### src/rtl/vox_seq_pkg.sv
package vox_seq_pkg;

    localparam int unsigned BYTE_W = 8;
    localparam int unsigned TOG_W  = 4;

    // Command codes: bit 1 = first control line, bit 0 = second control line
    localparam logic [1:0] CODE_TEST  = 2'b00;
    localparam logic [1:0] CODE_TALK  = 2'b01;
    localparam logic [1:0] CODE_RESET = 2'b11;

    typedef enum logic [2:0] {
        ST_IDLE,
        ST_SETUP,
        ST_STB_HI,
        ST_STB_LO,
        ST_LD_LO,
        ST_GAP_LO,
        ST_LD_HI,
        ST_GAP_HI
    } phase_e;

    typedef enum logic [1:0] {
        JOB_RST,
        JOB_TST,
        JOB_TALK,
        JOB_POLL
    } job_e;

    typedef struct packed {
        phase_e            st;
        job_e              job;
        logic [TOG_W-1:0]  tog;
        logic [1:0]        code;
        logic              stb;
        logic              ld_lo_n;
        logic              ld_hi_n;
        logic [BYTE_W-1:0] data;
        logic              utt;
        logic              spk;
        logic              done;
        logic              pend;
    } seq_t;

    // Cycles needed to cover a pulse of ns nanoseconds at hz, rounded up
    function automatic int unsigned hold_cycles(input longint unsigned hz,
                                                input longint unsigned ns);
        longint unsigned c;
        c = (hz * ns + 64'd999_999_999) / 64'd1_000_000_000;
        if (c == 0) begin
            c = 1;
        end
        return 32'(c);
    endfunction

endpackage

### src/rtl/vox_phase_timer.sv
module vox_phase_timer #(
    parameter int unsigned HOLD = 4
) (
    input  logic clk,
    input  logic rst_n,
    input  logic restart,
    output logic tick
);
    localparam int unsigned CW = (HOLD > 1) ? $clog2(HOLD) : 1;
    localparam logic [CW-1:0] LAST = CW'(HOLD - 1);

    logic [CW-1:0] cnt_d, cnt_q;

    always_comb begin
        if (restart || (cnt_q == LAST)) begin
            cnt_d = '0;
        end else begin
            cnt_d = cnt_q + 1'b1;
        end
    end

    always_ff @(posedge clk or negedge rst_n) begin
        if (!rst_n) begin
            cnt_q <= '0;
        end else begin
            cnt_q <= cnt_d;
        end
    end

    assign tick = !restart && (cnt_q == LAST);

endmodule

### src/rtl/vox_addr_hold.sv
module vox_addr_hold
    import vox_seq_pkg::*;
(
    input  logic                clk,
    input  logic                rst_n,
    input  logic                capture,
    input  logic [2*BYTE_W-1:0] addr_in,
    output logic [BYTE_W-1:0]   lo_byte,
    output logic [BYTE_W-1:0]   hi_byte
);
    logic [2*BYTE_W-1:0] addr_d, addr_q;

    always_comb begin
        addr_d = capture ? addr_in : addr_q;
    end

    always_ff @(posedge clk or negedge rst_n) begin
        if (!rst_n) begin
            addr_q <= '0;
        end else begin
            addr_q <= addr_d;
        end
    end

    assign lo_byte = addr_q[BYTE_W-1:0];
    assign hi_byte = addr_q[2*BYTE_W-1:BYTE_W];

endmodule

### src/rtl/vox_cmd_seq.sv
module vox_cmd_seq
    import vox_seq_pkg::*;
#(
    parameter int unsigned CLK_HZ      = 640_000,
    parameter int unsigned PULSE_NS    = 6250,
    parameter int unsigned RST_TOGGLES = 3
) (
    input  logic                clk,
    input  logic                rst_n,
    input  logic                init_req,
    input  logic                speak_req,
    input  logic                poll_req,
    input  logic [2*BYTE_W-1:0] speak_addr,
    output logic                ready,
    output logic                speaking,
    output logic                done_pulse,
    output logic [1:0]          cmd_code,
    output logic                cmd_stb,
    output logic [BYTE_W-1:0]   data_out,
    output logic                load_lo_n,
    output logic                load_hi_n,
    input  logic                stat_in
);
    localparam int unsigned HOLD = hold_cycles(64'(CLK_HZ), 64'(PULSE_NS));
    localparam logic [TOG_W-1:0] RST_LAST   = TOG_W'(RST_TOGGLES - 1);
    localparam logic [TOG_W-1:0] HS_LAST    = TOG_W'(2);
    localparam logic [TOG_W-1:0] HS_SAMPLE  = TOG_W'(1);

    seq_t seq_d, seq_q;
    logic tick;
    logic cap_en;
    logic [TOG_W-1:0] last_tog;
    logic [BYTE_W-1:0] lat_lo, lat_hi;

    vox_phase_timer #(.HOLD(HOLD)) u_timer (
        .clk     (clk),
        .rst_n   (rst_n),
        .restart (seq_q.st == ST_IDLE),
        .tick    (tick)
    );

    vox_addr_hold u_addr (
        .clk     (clk),
        .rst_n   (rst_n),
        .capture (cap_en),
        .addr_in (speak_addr),
        .lo_byte (lat_lo),
        .hi_byte (lat_hi)
    );

    function automatic seq_t begin_cmd(input seq_t s, input job_e j, input logic [1:0] c);
        seq_t r;
        r      = s;
        r.st   = ST_SETUP;
        r.job  = j;
        r.code = c;
        r.tog  = '0;
        r.stb  = 1'b0;
        return r;
    endfunction

    always_comb begin
        case (seq_q.job)
            JOB_RST:  last_tog = RST_LAST;
            JOB_TALK: last_tog = '0;
            default:  last_tog = HS_LAST;
        endcase
    end

    always_comb begin
        seq_d      = seq_q;
        seq_d.done = 1'b0;
        cap_en     = 1'b0;
        case (seq_q.st)
            ST_IDLE: begin
                if (init_req) begin
                    seq_d      = begin_cmd(seq_q, JOB_RST, CODE_RESET);
                    seq_d.utt  = 1'b0;
                    seq_d.spk  = 1'b0;
                    seq_d.pend = 1'b0;
                end else if (speak_req) begin
                    cap_en = 1'b1;
                    if (seq_q.utt) begin
                        seq_d      = begin_cmd(seq_q, JOB_POLL, CODE_TEST);
                        seq_d.pend = 1'b1;
                    end else begin
                        seq_d.st      = ST_LD_LO;
                        seq_d.data    = speak_addr[BYTE_W-1:0];
                        seq_d.ld_lo_n = 1'b0;
                    end
                end else if (poll_req) begin
                    seq_d = begin_cmd(seq_q, JOB_POLL, CODE_TEST);
                end
            end
            ST_SETUP: begin
                if (tick) begin
                    seq_d.st  = ST_STB_HI;
                    seq_d.stb = 1'b1;
                end
            end
            ST_STB_HI: begin
                if (tick) begin
                    seq_d.st  = ST_STB_LO;
                    seq_d.stb = 1'b0;
                end
            end
            ST_STB_LO: begin
                if (tick) begin
                    if ((seq_q.job == JOB_POLL) && (seq_q.tog == HS_SAMPLE)) begin
                        seq_d.spk = !stat_in;
                        if (stat_in) begin
                            seq_d.utt  = 1'b0;
                            seq_d.done = seq_q.utt;
                        end
                    end
                    if (seq_q.tog == last_tog) begin
                        case (seq_q.job)
                            JOB_RST: begin
                                seq_d = begin_cmd(seq_d, JOB_TST, CODE_TEST);
                            end
                            JOB_TST: begin
                                seq_d.st = ST_IDLE;
                            end
                            JOB_TALK: begin
                                seq_d.st  = ST_IDLE;
                                seq_d.utt = 1'b1;
                                seq_d.spk = 1'b1;
                            end
                            default: begin
                                if (!seq_q.pend) begin
                                    seq_d.st = ST_IDLE;
                                end else if (seq_q.utt) begin
                                    seq_d = begin_cmd(seq_d, JOB_POLL, CODE_TEST);
                                end else begin
                                    seq_d.pend    = 1'b0;
                                    seq_d.st      = ST_LD_LO;
                                    seq_d.data    = lat_lo;
                                    seq_d.ld_lo_n = 1'b0;
                                end
                            end
                        endcase
                    end else begin
                        seq_d.tog = seq_q.tog + 1'b1;
                        seq_d.st  = ST_STB_HI;
                        seq_d.stb = 1'b1;
                    end
                end
            end
            ST_LD_LO: begin
                if (tick) begin
                    seq_d.st      = ST_GAP_LO;
                    seq_d.ld_lo_n = 1'b1;
                end
            end
            ST_GAP_LO: begin
                if (tick) begin
                    seq_d.st      = ST_LD_HI;
                    seq_d.data    = lat_hi;
                    seq_d.ld_hi_n = 1'b0;
                end
            end
            ST_LD_HI: begin
                if (tick) begin
                    seq_d.st      = ST_GAP_HI;
                    seq_d.ld_hi_n = 1'b1;
                end
            end
            ST_GAP_HI: begin
                if (tick) begin
                    seq_d = begin_cmd(seq_q, JOB_TALK, CODE_TALK);
                end
            end
            default: begin
                seq_d.st = ST_IDLE;
            end
        endcase
    end

    always_ff @(posedge clk or negedge rst_n) begin
        if (!rst_n) begin
            seq_q.st      <= ST_IDLE;
            seq_q.job     <= JOB_RST;
            seq_q.tog     <= '0;
            seq_q.code    <= CODE_TEST;
            seq_q.stb     <= 1'b0;
            seq_q.ld_lo_n <= 1'b1;
            seq_q.ld_hi_n <= 1'b1;
            seq_q.data    <= '0;
            seq_q.utt     <= 1'b0;
            seq_q.spk     <= 1'b0;
            seq_q.done    <= 1'b0;
            seq_q.pend    <= 1'b0;
        end else begin
            seq_q <= seq_d;
        end
    end

    assign ready      = (seq_q.st == ST_IDLE);
    assign speaking   = seq_q.spk;
    assign done_pulse = seq_q.done;
    assign cmd_code   = seq_q.code;
    assign cmd_stb    = seq_q.stb;
    assign data_out   = seq_q.data;
    assign load_lo_n  = seq_q.ld_lo_n;
    assign load_hi_n  = seq_q.ld_hi_n;

endmodule

### config.mk
export PLATFORM = sky130hd
export DESIGN_NAME = vox_cmd_seq
export DESIGN_NICKNAME = d
export VERILOG_FILES = /design/src/rtl/vox_seq_pkg.sv /design/src/rtl/vox_phase_timer.sv /design/src/rtl/vox_addr_hold.sv /design/src/rtl/vox_cmd_seq.sv
export SDC_FILE = /design/constraint.sdc
export NUM_CORES = 1
export LEC_CHECK = 0
export ABC_CLOCK_PERIOD_IN_PS = 2500
export BUFFER_PORTS_ARGS = -buffer_cell sky130_fd_sc_hd__buf_2
export CAP_MARGIN = 30
export CORE_MARGIN = 2
export CORE_UTILIZATION = 45
export DETAILED_ROUTE_END_ITERATION = 8
export HOLD_SLACK_MARGIN = 0.15
export PLACE_DENSITY_LB_ADDON = 0.08
export SYNTH_ARGS = -nofsm -noshare
export SYNTH_HDL_FRONTEND = slang
export SYNTH_SLANG_ARGS = --single-unit
export TNS_END_PERCENT = 5
### constraint.sdc
create_clock -name clk -period 2.5 [get_ports clk]
set_input_delay 0.5 -clock clk [delete_from_list [all_inputs] [get_ports clk]]
set_output_delay 0.5 -clock clk [all_outputs]
set_load 0.03 [all_outputs]
==> summary.md <==
| Metric | Value |
|---|---|
| Worst Max-Slew Pin Slew | `564 ps` |
| Detail Route Antenna Nets | `0` |
| Share of cells above drive strength 1 | `20.7%` |
| Post-synthesis compound-gate area fraction | `18.9%` |
| Port Buffers | `37` |
| Final Power | `0.00123 W` |
| Yosys reg bits | `44` |
| Maximum vdd drop | `0.000243 V` |
| Global Route Usage Sum | `22.8%` |
| Clock buffer count from CTS | `5` |
| WP buf/inv | `2` |
| Tmin final | `2360 ps` |
| Post-route cell area | `2990 µm²` |
| Starting DRT DRC Count | `134` |
| Seq pwr share | `58.7%` |
| Status | `complete, no violations` |
| PD cells | `413 nW/µm²` |
| Max Cap Violations | `0` |
| Effective utilization at floorplan | `47.3%` |
| Via/cell ratio | `5.65` |
| Setup Crit Path Kind | `reg -> out` |
| Switch Pwr | `0.000299 W` |
| CTS tree | `built` |
| Post-synth EDFFs | `0` |
| DRC Markers | `0` |
| Detailed placement HPWL | `4780 µm` |
| Core area | `5610 µm²` |
| Fin nets | `356` |
| CP arrival | `1860 ps` |
| DR pass1 iterations | `4` |
| Yosys warns | `0` |
| Fmax | `424 MHz` |
| First-pass GRT wire length | `11,300 µm` |
| Site Rows | `27` |
| Area grow syn2layout | `12.7%` |
| GPL Wtd Cong | `0.866` |
| Grt ovf | `0` |
| Full die area | `6530 µm²` |
| Vias in the first global route | `2,262` |
| Top cells by area, synth | `dfrtp_1 (40%), nand2_1 (7.4%), mux2i_1 (3.4%)` |
| CP max-delay cell | `dfrtp_1` |
| DP Area | `2910 µm²` |
| Critical Path, Cell by Cell | `or3_1, inv_1, buf_2` |
| Dominant cell type by area after synthesis | `dfrtp_1` |
| Post-synth ARST share | `100%` |
| Tightest Hold Check Type | `in -> async` |
| Sw frac | `24.2%` |
| Sequential element share of the synthesized area | `41.6%` |
| Setup Skew | `3.68 ps` |
| Synthesized-area fraction occupied by adder cells | `2.83%` |
| Clk network pwr share | `37.0%` |
| Power Internal | `0.000935 W` |
| Critical path's top delay family | `flip-flops` |
| Antenna violations before repair | `0` |
| Setup repair bufs after CTS | `0` |
| Biggest cell delay along the critical path | `540 ps` |
| Slew Limit Fails | `0` |
| Top Ports | `38` |
| Clock sink total | `44` |
| CTS Hold Buffers Added | `0` |
| Die Ht | `80.8 µm` |
| Comb power frac | `4.3%` |
| Cells after Synth | `294` |
| Root buf cell | `clkbuf_8` |
| CP endpoint kind | `output pin` |
| Crit start category | `flop` |
| CTS resizes | `0` |
| RSZ-0062 raised after global routing | `false` |
| Syn Area/Cell | `9.03 µm²` |
| Die W | `80.8 µm` |
| Leak Pwr | `1.40 nW` |
| Worst-Skew Late Latency | `300 ps` |
| Most numerous cell in the Yosys netlist | `nand2_1` |
| Distinct cells, synth | `60` |
| Commonest cells in the netlist | `nand2_1 (52), dfrtp_1 (42), inv_1 (18), clkbuf_1 (15), nand3_1 (11)` |
| Detailed Route WL | `6650 µm` |
| WL per Instance | `16.6 µm` |
| Final hold violations | `0` |
| WP data required | `2000 ps` |
| # H-tree levels | `2` |
| Reg clk slew, reported paths | `90 ps` |
| Mux share of post-synthesis cell area | `3.96%` |
| Synth top area share | `39.6%` |
| Via Count | `2,266` |
| Mapped Area | `2650 µm²` |
| CP Max Fanout | `15` |
| Largest net degree at the start of global routing | `26` |
| Final TNS setup | `0 ps` |
| Fillers | `576` |
| Post-synth top flop | `dfrtp_1` |
| Final worst path period share | `94.4%` |
| Max_slew headroom | `62.4%` |
| # diodes | `0` |
| Final setup viols | `0` |
| Main combinational cell family by area after synthesis | `simple AND/OR/NAND/NOR gates` |
| XOR/XNOR Fraction of Synth Area | `1.32%` |
| Post-Synth Simple-Gate Area | `23.5%` |
| Bufs on Longest Clock Path | `2` |
| Net Count, Synth | `322` |
[worst paths after layout]
check | startpoint | endpoint | slack (ps) | cells past startpoint
worst max register to register | seq_q[21]$_DFFE_PN0P_ | data_out[3]$_DFFE_PN0P_ | 210 | 7
worst min-delay path | rst_n | seq_q[24]$_DFFE_PN0P_ | 180 | 1
max in group asynchronous | rst_n | u_addr.addr_q[3]$_DFFE_PN0P_ | 1630 | 2
worst max-delay path | seq_q[23]$_DFFE_PN0P_ | ready | 140 | 3
min in group clk | speak_addr[13] | u_addr.addr_q[13]$_DFFE_PN0P_ | 380 | 3
worst min register to register | u_timer.cnt_q[0]$_DFF_PN0_ | u_timer.cnt_q[0]$_DFF_PN0_ | 450 | 1
[cell families after synthesis]
family	after synthesis
AOI/OAI and AO/OA	65
xor gates and xnor gates	4
adders and majority gates	6
buffers and inverters	44
DFF	44
muxes	10
and+or+nand+nor	121
[final cells by class]
type	count	area, µm²	share of cell area (%)
clock inverter	2	12.5	0.418
inverter	18	67.6	2.26
sequential	44	1100	36.9
tap	72	90.1	3.01
multi-input combinational	206	1340	44.8
clock buffer	6	72.6	2.43
timing repair buffer	53	305	10.2
[power groups by stage]
stage / logic [W] / registers [W] / clock network [W]
2_1_floorplan: 0.0000144 / 0.000738 / 0
3_3_place_gp: 0.0000527 / 0.000739 / 0
3_5_place_dp: 0.0000536 / 0.000739 / 0
4_1_cts: 0.0000538 / 0.000725 / 0.000473
5_1_grt: 0.0000609 / 0.000726 / 0.000508
6_report: 0.0000525 / 0.000725 / 0.000457
[routing by layer]
metal | track usage (%) | routed length, µm | share of wire (%) | vias up
met5 | 0 | 0 | 0 | -
met4 | 6.78 | 57 | 0.86 | 0
met3 | 4.78 | 320 | 4.8 | 6
met2 | 33.9 | 2990 | 45 | 67
met1 | 33.4 | 3280 | 49 | 1079
li1 | - | - | - | 1114
[state kept, by name, indices dropped and copies added (netlist names)]
register and cells:
speaking 1, load_hi_n 1, u_timer.cnt_q 2, u_addr.addr_q 16
cmd_code 2, done_pulse 1, seq_q 11, cmd_stb 1
load_lo_n 1, data_out 8
[cells in the final DEF (no fill, tap or decap), types with 3 or more instances in the layout]
cell / instances
ha_1: 6
nor3_1: 5
nor2_1: 10
nor3b_1: 3
nor4_1: 3
o22ai_1: 3
inv_1: 18
dfrtp_1: 42
buf_4: 16
o21ai_0: 9
a221oi_1: 7
a211oi_1: 3
a21o_1: 3
and2_1: 9
a21oi_1: 8
nand2_1: 52
nand3_1: 11
buf_2: 37
nand2b_1: 6
mux2i_1: 9
nand4_1: 5
a22o_1: 3
clkbuf_8: 5
or3_1: 4
[metrics by stage]
| stage | setup WS [ps] | utilization, % | hold slack, ps | cells |
|---|---|---|---|---|
| final | 140 | 53.3 | 178 | 401 |
| after global routing | 42.7 | 53.3 | 220 | 401 |
| after CTS | 123 | 53.3 | 196 | 401 |
| after detailed placement | 264 | 51.8 | 435 | 393 |
| after global placement | 295 | 51.8 | 425 | 393 |
| after floorplan | 456 | - | 204 | 294 |
Note: power is estimated with default switching activity, not from simulation.
